--- config.mk ---
export PLATFORM = sky130hd
export DESIGN_NAME = ctrlFrameMailbox
export DESIGN_NICKNAME = d
export VERILOG_FILES = /design/src/rtl/mbxPkg.sv /design/src/rtl/mbxControl.sv /design/src/rtl/mbxDatapath.sv /design/src/rtl/ctrlFrameMailbox.sv
export SDC_FILE = /design/constraint.sdc
export NUM_CORES = 1
export LEC_CHECK = 0
export BUFFER_PORTS_ARGS = -buffer_cell sky130_fd_sc_hd__clkbuf_2
export CORE_MARGIN = 2
export CORE_UTILIZATION = 40
export CTS_CLUSTER_SIZE = 24
export DETAILED_ROUTE_END_ITERATION = 12
export PLACE_DENSITY = 0.67
export SETUP_SLACK_MARGIN = 0.2
export SKIP_LAST_GASP = 1
export SLEW_MARGIN = 10
export SYNTH_ARGS = -nofsm -noshare
export SYNTH_HDL_FRONTEND = slang
export SYNTH_HIERARCHICAL = 1
export SYNTH_SLANG_ARGS = --single-unit
--- constraint.sdc ---
create_clock -name clk -period 4.24 [get_ports clk]
set_input_delay 0.424 -clock clk [delete_from_list [all_inputs] [get_ports clk]]
set_output_delay 0.424 -clock clk [all_outputs]
set_load 0.01 [all_outputs]
--- src/rtl/mbxPkg.sv ---
package mbxPkg;
  localparam int NUM_TX = 2;
  localparam logic [2:0] ADDR_FRAME = 3'd3;
  localparam logic [2:0] ADDR_CMD   = 3'd4;

  typedef struct packed {
    logic rxWrEn;   // store CPU byte into receive buffer
    logic txLoadEn; // store switch byte into selected transmit buffer
    logic txRdBuf;  // transmit buffer presented on the data port
  } mbxStrobes_t;
endpackage

--- src/rtl/mbxControl.sv ---
module mbxControl
  import mbxPkg::*;
#(
  parameter int DEPTH = 64,
  localparam int PTR_W = $clog2(DEPTH)
) (
  input  logic             clk,
  input  logic             rstN,
  input  logic [2:0]       regAddr,
  input  logic             regWrEn,
  input  logic [7:0]       regWrData,
  input  logic             regRdEn,
  output logic [7:0]       regRdData,
  input  logic [7:0]       txByte,
  input  logic             swRxDone,
  input  logic             swTxSel,
  input  logic             swTxWrEn,
  input  logic             swTxLoadDone,
  output logic             rxCpuOwned,
  output logic [NUM_TX-1:0] txFull,
  output logic             curBuf,
  output logic [PTR_W-1:0] wrPtr,
  output logic [PTR_W-1:0] rdPtr,
  output mbxStrobes_t      strobes
);
  logic dataWr, dataRd, cmdWr, rxHand, rxBack, relBit, txRelease;
  logic [NUM_TX-1:0] loadSet;
  logic unusedCmdBits;

  function automatic logic [PTR_W-1:0] stepPtr(input logic [PTR_W-1:0] p);
    return (p == PTR_W'(DEPTH - 1)) ? '0 : p + 1'b1;
  endfunction

  assign unusedCmdBits = ^regWrData[5:3];

  always_comb begin
    dataWr    = regWrEn && (regAddr == ADDR_FRAME);
    dataRd    = regRdEn && (regAddr == ADDR_FRAME);
    cmdWr     = regWrEn && (regAddr == ADDR_CMD) && (regWrData[7:6] == 2'b00);
    rxHand    = cmdWr && regWrData[0] && rxCpuOwned;
    rxBack    = swRxDone && !rxCpuOwned;
    relBit    = curBuf ? regWrData[2] : regWrData[1];
    txRelease = cmdWr && relBit && txFull[curBuf];
    strobes.rxWrEn   = dataWr && rxCpuOwned;
    strobes.txLoadEn = swTxWrEn && !txFull[swTxSel];
    strobes.txRdBuf  = curBuf;
  end

  for (genvar i = 0; i < NUM_TX; i++) begin : gLoad
    assign loadSet[i] = swTxLoadDone && (swTxSel == 1'(i)) && !txFull[i];
  end

  always_ff @(posedge clk or negedge rstN) begin
    if (!rstN) begin
      rxCpuOwned <= 1'b1;
      txFull     <= '0;
      curBuf     <= 1'b0;
      wrPtr      <= '0;
      rdPtr      <= '0;
    end else begin
      if (rxHand) rxCpuOwned <= 1'b0;
      else if (rxBack) rxCpuOwned <= 1'b1;

      if (rxHand || rxBack) wrPtr <= '0;
      else if (strobes.rxWrEn) wrPtr <= stepPtr(wrPtr);

      if (txRelease) begin
        rdPtr  <= '0;
        curBuf <= ~curBuf;
      end else if (dataRd && txFull[curBuf]) begin
        rdPtr <= stepPtr(rdPtr);
      end

      for (int i = 0; i < NUM_TX; i++) begin
        if (loadSet[i]) txFull[i] <= 1'b1;
        else if (txRelease && (curBuf == 1'(i))) txFull[i] <= 1'b0;
      end
    end
  end

  always_comb begin
    unique case (regAddr)
      ADDR_FRAME: regRdData = txFull[curBuf] ? txByte : 8'h00;
      ADDR_CMD:   regRdData = {5'b0, txFull[1], txFull[0], rxCpuOwned};
      default:    regRdData = 8'h00;
    endcase
  end
endmodule

--- src/rtl/mbxDatapath.sv ---
module mbxDatapath
  import mbxPkg::*;
#(
  parameter int DEPTH = 64,
  localparam int PTR_W = $clog2(DEPTH)
) (
  input  logic             clk,
  input  mbxStrobes_t      strobes,
  input  logic [PTR_W-1:0] wrPtr,
  input  logic [PTR_W-1:0] rdPtr,
  input  logic [7:0]       regWrData,
  input  logic [PTR_W-1:0] swRxAddr,
  output logic [7:0]       swRxData,
  input  logic             swTxSel,
  input  logic [PTR_W-1:0] swTxAddr,
  input  logic [7:0]       swTxWrData,
  output logic [7:0]       txByte
);
  logic [7:0] rxMem [DEPTH];
  logic [7:0] bufOut [NUM_TX];

  always_ff @(posedge clk) begin
    if (strobes.rxWrEn) rxMem[wrPtr] <= regWrData;
  end
  assign swRxData = rxMem[swRxAddr];

  for (genvar i = 0; i < NUM_TX; i++) begin : gTxBuf
    logic [7:0] bufMem [DEPTH];
    always_ff @(posedge clk) begin
      if (strobes.txLoadEn && (swTxSel == 1'(i))) bufMem[swTxAddr] <= swTxWrData;
    end
    assign bufOut[i] = bufMem[rdPtr];
  end

  assign txByte = bufOut[strobes.txRdBuf];
endmodule

--- src/rtl/ctrlFrameMailbox.sv ---
module ctrlFrameMailbox
  import mbxPkg::*;
#(
  parameter int DEPTH = 64,
  localparam int PTR_W = $clog2(DEPTH)
) (
  input  logic             clk,
  input  logic             rstN,
  input  logic [2:0]       regAddr,
  input  logic             regWrEn,
  input  logic [7:0]       regWrData,
  input  logic             regRdEn,
  output logic [7:0]       regRdData,
  output logic             swRxReady,
  input  logic [PTR_W-1:0] swRxAddr,
  output logic [7:0]       swRxData,
  input  logic             swRxDone,
  output logic [1:0]       swTxFree,
  input  logic             swTxSel,
  input  logic             swTxWrEn,
  input  logic [PTR_W-1:0] swTxAddr,
  input  logic [7:0]       swTxWrData,
  input  logic             swTxLoadDone
);
  mbxStrobes_t strobes;
  logic rxCpuOwned, curBuf;
  logic [NUM_TX-1:0] txFull;
  logic [PTR_W-1:0] wrPtr, rdPtr;
  logic [7:0] txByte;

  mbxControl #(.DEPTH(DEPTH)) ctrl (
    .clk(clk), .rstN(rstN), .regAddr(regAddr), .regWrEn(regWrEn),
    .regWrData(regWrData), .regRdEn(regRdEn), .regRdData(regRdData),
    .txByte(txByte), .swRxDone(swRxDone), .swTxSel(swTxSel),
    .swTxWrEn(swTxWrEn), .swTxLoadDone(swTxLoadDone),
    .rxCpuOwned(rxCpuOwned), .txFull(txFull), .curBuf(curBuf),
    .wrPtr(wrPtr), .rdPtr(rdPtr), .strobes(strobes)
  );

  mbxDatapath #(.DEPTH(DEPTH)) dp (
    .clk(clk), .strobes(strobes), .wrPtr(wrPtr), .rdPtr(rdPtr),
    .regWrData(regWrData), .swRxAddr(swRxAddr), .swRxData(swRxData),
    .swTxSel(swTxSel), .swTxAddr(swTxAddr), .swTxWrData(swTxWrData),
    .txByte(txByte)
  );

  assign swRxReady = ~rxCpuOwned;
  assign swTxFree  = ~txFull;
endmodule

==> flow_metrics.env, run 1 <==
export IMPL_status="finished with violations"
export IMPL_violations="setup timing"
export IMPL_fin_skew_ps=31.33
export IMPL_regArea_sq_um=46540
export IMPL_routed_wl_um=139700
export IMPL_end_kind="primary output"
export IMPL_rows=142
export IMPL_multiInputGateArea_sq_um=13200
export IMPL_antenna_found_initial=5
export IMPL_ys_seq_elements=1552
export IMPL_r2r_end="dp/gTxBuf[1].bufMem[28][5]$_DFFE_PP_"
export IMPL_fillers=11980
export IMPL_cap_violations=0
export IMPL_ios=58
export IMPL_num_vias=28360
export IMPL_tightest_slew_ps=1246
export IMPL_fin_crit_sh_pct=105.6
export IMPL_ys_flop_type="edfxtp_1"
export IMPL_viasPerCell=5.759
export IMPL_drt_iter0_drc=3906
export IMPL_p_per_area_nw_per_um2=539.1
export IMPL_crit_end="regRdData[0]"
export IMPL_ir_drop_mv=0.3458
export IMPL_seq_area_frac_synth_pct=77.15
export IMPL_dp_hpwl_um=84560
export IMPL_first_global_vias=28630
export IMPL_track_usage_pct=18.21
export IMPL_design_area_sq_um=69240
export IMPL_dieArea_sq_um=153900
export IMPL_initial_core_util_pct=40.27
export IMPL_clockRootBuffer="clkbuf_16"
export IMPL_rsz0062_at_grt="yes"
export IMPL_ctsLongestPathBuffers=3
export IMPL_fp_coreArea_sq_um=149800
export IMPL_hold_path_class="in -> reg"
export IMPL_drc=0
export IMPL_cts_sinks=1552
export IMPL_r2r_slack_ps=760
export IMPL_finalSetupViolCount=8
export IMPL_power_leakage_nw=21.18
export IMPL_fin_util_pct=46.23
export IMPL_grt_overflow=0
export IMPL_drtAntennaViolNets=0
export IMPL_grt_pass1_wl_um=202200
export IMPL_async_flop_share_pct=1.031
export IMPL_grt_max_degree=98
export IMPL_synthCells=2582
export IMPL_crit_path_max_fanout=8
export IMPL_cts_buffers=150
export IMPL_syn_nets=2623
export IMPL_die_h_um=392.3
export IMPL_finalPower_mw=37.32
export IMPL_avgSynthCellArea_sq_um=23.36
export IMPL_hold_violations=0
export IMPL_synth_top_cells_by_count="edfxtp_1 (1536), mux4_2 (496), nor2_1 (203)"
export IMPL_cp_data_arrival_time_ps=4050
export IMPL_hold_ws_ps=50.45
export IMPL_cp_start_kind="register"
export IMPL_fmax_mhz=223.3
export IMPL_period_minus_slack_ps=4479
export IMPL_synth_enable_flop_cells=1536
export IMPL_crit_type="reg -> out"
export IMPL_cp_required_ps=3820
export IMPL_synthesis_area_sq_um=60310
export IMPL_clk_pin_slew_worst_paths_ps=60
export IMPL_yosysMostFrequentCell="edfxtp_1"
export IMPL_synth_cell_types=47
export IMPL_nNetsFinal=2827
export IMPL_max_slew_margin_pct=16.65
export IMPL_synth_warnings=6
export IMPL_layout_drive_gt1_share_pct=31.96
export IMPL_clock_latency_ps=770
export IMPL_holdPathStages=3
export IMPL_first_pass_iters=6
export IMPL_cp_startpoint="ctrl/rdPtr[0]$_DFFE_PN0P_"
export IMPL_slew_violations=0
export IMPL_cts_tree="done"
export IMPL_routabilityCongestion=0.8200
export IMPL_final_cells=4924
export IMPL_synth_area_leaders="edfxtp_1 (76%), mux4_2 (19%), nor2_1 (1.3%)"
export IMPL_die_x_um=392.3
export IMPL_htree_levels=4
export IMPL_wl_per_cell_um=28.38
export IMPL_finalWorstSetupSlack_ps=-238.5
export IMPL_ff2ff_path_depth=5
export IMPL_placed_cells=4612
export IMPL_area_growth_synth_to_final_pct=14.81
export IMPL_io_buffer_count=57
export IMPL_regToRegStartpoint="ctrl/txFull[1]$_DFFE_PN0P_"
export IMPL_placed_area_sq_um=63610
export IMPL_synth_area_leader_cell="edfxtp_1"
export IMPL_synth_top_area_share_pct=76.48
how the worst min path moves through the flow:
stage                                  end    startpoint
6_report       ctrl/rxCpuOwned$_DFFE_PN1N_  regWrData[0]
5_1_grt        ctrl/rxCpuOwned$_DFFE_PN1N_  regWrData[0]
4_1_cts        ctrl/rxCpuOwned$_DFFE_PN1N_  regWrData[0]
3_5_place_dp    ctrl/txFull[0]$_DFFE_PN0P_          rstN
3_3_place_gp    ctrl/txFull[1]$_DFFE_PN0P_          rstN
2_1_floorplan      ctrl/curBuf$_DFFE_PN0N_          rstN
state kept, by name, indices dropped and copies added, names as in the netlist:
register / count
dp/gTxBuf.bufMem: 1024
dp/rxMem: 512
ctrl/rdPtr: 6
ctrl/wrPtr: 6
ctrl/txFull: 2
ctrl/curBuf: 1
ctrl/rxCpuOwned: 1
placed cells by master (no fill, tap or decap), types with 8 or more instances in the layout:
| cell type | n |
|---|---|
| clkinv_8 | 8 |
| mux4_2 | 496 |
| nor2b_1 | 9 |
| a21oi_1 | 9 |
| buf_4 | 93 |
| buf_16 | 15 |
| buf_6 | 8 |
| clkinv_1 | 24 |
| nor2_1 | 203 |
| nand2_1 | 25 |
| clkinv_2 | 26 |
| nand2b_1 | 10 |
| inv_1 | 10 |
| dfrtp_1 | 11 |
| bufinv_16 | 13 |
| mux2i_1 | 16 |
| buf_12 | 22 |
| nand3b_1 | 11 |
| clkbuf_1 | 35 |
| edfxtp_1 | 1536 |
| clkbuf_16 | 155 |
| nand3_1 | 27 |
| clkbuf_2 | 45 |
| mux2_4 | 9 |
layout make-up:
type / instances / share of cell area, %
inverters: 10 / 0.05421
repair buffers: 195 / 2.987
flip-flops and latches: 1552 / 67.21
well taps: 2016 / 3.643
diodes: 1 / 0.003614
clock buffers: 190 / 5.743
multi-input cells: 877 / 19.06
clock inverters: 83 / 1.294
cell families (layout without fill, tap and decap cells):
logic type      Yosys count  count (layout)  synth area share (%)
xor+xnor                  4               4               0.05810
other cells               0               1                     0
compound gates           30              30                0.3403
flops                  1552            1552                 77.15
fa+ha+maj                 2               2               0.04149
buf+inv                 153             478                 1.039
mux                     521             521                 18.96
simple gates            320             320                 2.411
layer usage:
metal	up-vias	track usage [%]	share of wire (%)
met3	194	3.818	9.8
met4	2	5.175	2.2
met2	1475	28.98	49
li1	11420	-	-
met1	15260	25.50	39
met5	-	0	0.0079
through the flow:
step	worst slack, ps	setup TNS, ps
finish	-238.5	-1632
global route	-297.8	-2182
CTS	-263.5	-1927
detailed placement	463.1	0
global placement	504.2	0
floorplan	783.9	0
worst max-delay path: stages, from the launching register on:
cell	delay (ps)
dfrtp_4	530
buf_12	210
buf_12	130
buf_16	120
mux4_2	490
mux4_2	510
mux4_2	590
mux2_4	340
a22o_1	220
clkbuf_2	130
repair_timing:
| action | CTS | global route |
|---|---|---|
| setup buffers | 14 | 6 |
| cloned | 10 | 3 |
| setup endpoints to repair | 8 | 8 |
| resized for setup | 35 | 9 |
| hold buffers | 5 | 0 |
| hold endpoints to repair | 28 | 0 |
power by group:
part	total [mW]	switching, mW	internal (mW)
registers	17.1	0.187	16.9
logic	7.08	3.25	3.83
clock network	13.1	5.65	7.50
(Power assumes the default switching activity.)
==> run 2, diff against run 1 <==
- CORE_ASPECT_RATIO: not set -> 0.7
==> flow_metrics.env, run 2 (synthesis gave the netlist of run 1 again) <==
export IMPL_status="finished with violations"
export IMPL_violations="setup timing"
export IMPL_max_flop_register="dp/gTxBuf.bufMem"
export IMPL_routabilityCongestion=0.8433
export IMPL_first_global_vias=27670
export IMPL_routed_wl_um=138800
export IMPL_r2r_end="dp/rxMem[8][1]$_DFFE_PP_"
export IMPL_final_common_cell="edfxtp_1"
export IMPL_grt_max_degree=101
export IMPL_crit_type="reg -> out"
export IMPL_drc=0
export IMPL_hold_violations=0
export IMPL_cts_buffers=147
export IMPL_fin_skew_ps=42.45
export IMPL_track_usage_pct=17.85
export IMPL_cts_sinks=1552
export IMPL_clk_pin_slew_worst_paths_ps=60
export IMPL_nNetsFinal=2871
export IMPL_period_minus_slack_ps=4475
export IMPL_end_kind="primary output"
export IMPL_power_leakage_nw=21.33
export IMPL_cp_data_arrival_time_ps=4050
export IMPL_placed_area_sq_um=63960
export IMPL_ctsLongestPathBuffers=3
export IMPL_finalSetupViolCount=8
export IMPL_dieArea_sq_um=153900
export IMPL_crit_end="regRdData[7]"
export IMPL_crit_path_max_fanout=8
export IMPL_fin_crit_sh_pct=105.6
export IMPL_worstHoldStart="regWrEn"
export IMPL_cp_startpoint="ctrl/rdPtr[0]$_DFFE_PN0P_"
export IMPL_cp_required_ps=3820
export IMPL_rsz0062_at_grt="yes"
export IMPL_max_slew_margin_pct=25.71
export IMPL_cp_start_kind="register"
export IMPL_slew_violations=0
export IMPL_reg_top3="dp/gTxBuf.bufMem x1024, dp/rxMem x512"
export IMPL_hold_ws_ps=98.05
export IMPL_ir_drop_mv=0.3876
export IMPL_fmax_mhz=223.4
export IMPL_viasPerCell=5.722
export IMPL_antenna_found_initial=9
export IMPL_num_vias=28280
export IMPL_cap_violations=0
export IMPL_cts_tree="done"
export IMPL_finalWorstSetupSlack_ps=-235.5
export IMPL_ff2ff_path_depth=6
export IMPL_drtAntennaViolNets=0
export IMPL_layout_drive_gt1_share_pct=32.87
export IMPL_rows=119
export IMPL_largest_reg_flops=1024
export IMPL_p_per_area_nw_per_um2=536.8
export IMPL_fin_util_pct=46.18
export IMPL_r2r_slack_ps=1010
export IMPL_fp_coreArea_sq_um=150100
export IMPL_first_pass_iters=7
export IMPL_die_x_um=468.1
export IMPL_ios=58
export IMPL_grt_overflow=0
export IMPL_dp_slack_ps=341.5
export IMPL_htree_levels=4
export IMPL_tightest_slew_ps=1110
export IMPL_clock_latency_ps=780
export IMPL_wl_per_cell_um=28.08
export IMPL_hold_path_class="in -> reg"
export IMPL_final_cell_mix="edfxtp_1 (1536), mux4_2 (496), nor2_1 (203)"
export IMPL_grt_pass1_wl_um=198000
export IMPL_regToRegStartpoint="ctrl/rxCpuOwned$_DFFE_PN1N_"
export IMPL_initial_core_util_pct=40.18
export IMPL_design_area_sq_um=69310
export IMPL_area_growth_synth_to_final_pct=14.92
export IMPL_io_buffer_count=57
export IMPL_clockRootBuffer="clkbuf_16"
export IMPL_drt_iter0_drc=3629
export IMPL_dp_hpwl_um=84410
export IMPL_die_h_um=328.9
## run 2: where the power goes
group | total [mW] | internal [mW] | leakage, nW | switching (mW)
registers | 17.1 | 16.9 | 14.0 | 0.141
clock network | 13.3 | 7.60 | 2.37 | 5.70
logic | 6.84 | 3.46 | 4.97 | 3.38
## run 2: repair_timing
| action | CTS | global route |
|---|---|---|
| hold endpoints to repair | 19 | 0 |
| setup endpoints to repair | 8 | 8 |
| gates cloned | 0 | 8 |
| gates resized for setup | 1 | 30 |
| buffers inserted | 3 | 8 |
| pin swaps | 0 | 0 |
| hold buffers | 3 | 0 |
## run 2: worst max-delay path, cell delays in order (launching register included)
cell       delay, ps
dfrtp_4          540
buf_12           210
clkbuf_16        200
mux4_2           510
mux4_2           600
mux4_2           580
mux2_2           300
and3_2           180
clkbuf_2         120
## run 2: worst min path at each step
stage | endpoint | slack (ps) | cells past startpoint
3_5_place_dp | ctrl/txFull[1]$_DFFE_PN0P_ | 410 | 1
5_1_grt | ctrl/wrPtr[4]$_DFFE_PN0P_ | 110 | 5
4_1_cts | ctrl/wrPtr[4]$_DFFE_PN0P_ | 40 | 5
3_3_place_gp | ctrl/rdPtr[4]$_DFFE_PN0P_ | 420 | 1
2_1_floorplan | ctrl/curBuf$_DFFE_PN0N_ | 130 | 0
6_report | ctrl/wrPtr[4]$_DFFE_PN0P_ | 100 | 5
## run 2: layer usage
| layer | share of wire, % | wire length, um | GRT usage, % |
|---|---|---|---|
| met5 | 0 | 0 | 0 |
| met4 | 2.1 | 2861 | 4.865 |
| met2 | 43 | 59900 | 24.56 |
| met1 | 44 | 61570 | 27.90 |
| met3 | 10 | 14460 | 4.829 |
## run 2: layout make-up
| cell class | count | area, sq um |
|---|---|---|
| clock inverter | 89 | 1039 |
| sequential | 1552 | 46540 |
| multi-input combinational | 877 | 13170 |
| tap | 1996 | 2497 |
| fill | 12130 | 80780 |
| timing repair buffer | 242 | 2186 |
| clock buffer | 175 | 3826 |
| inverter | 10 | 37.54 |
| antenna | 2 | 5.005 |
## run 2: through the flow
stage          total power, mW  TNS [ps]  instances
6_report                 37.20     -1708       4943
3_3_place_gp             23.64         0       4655
5_1_grt                  38.35     -2013       4943
2_1_floorplan            21.57         0       2582
3_5_place_dp             23.69         0       4655
4_1_cts                  37.00     -1738       4925
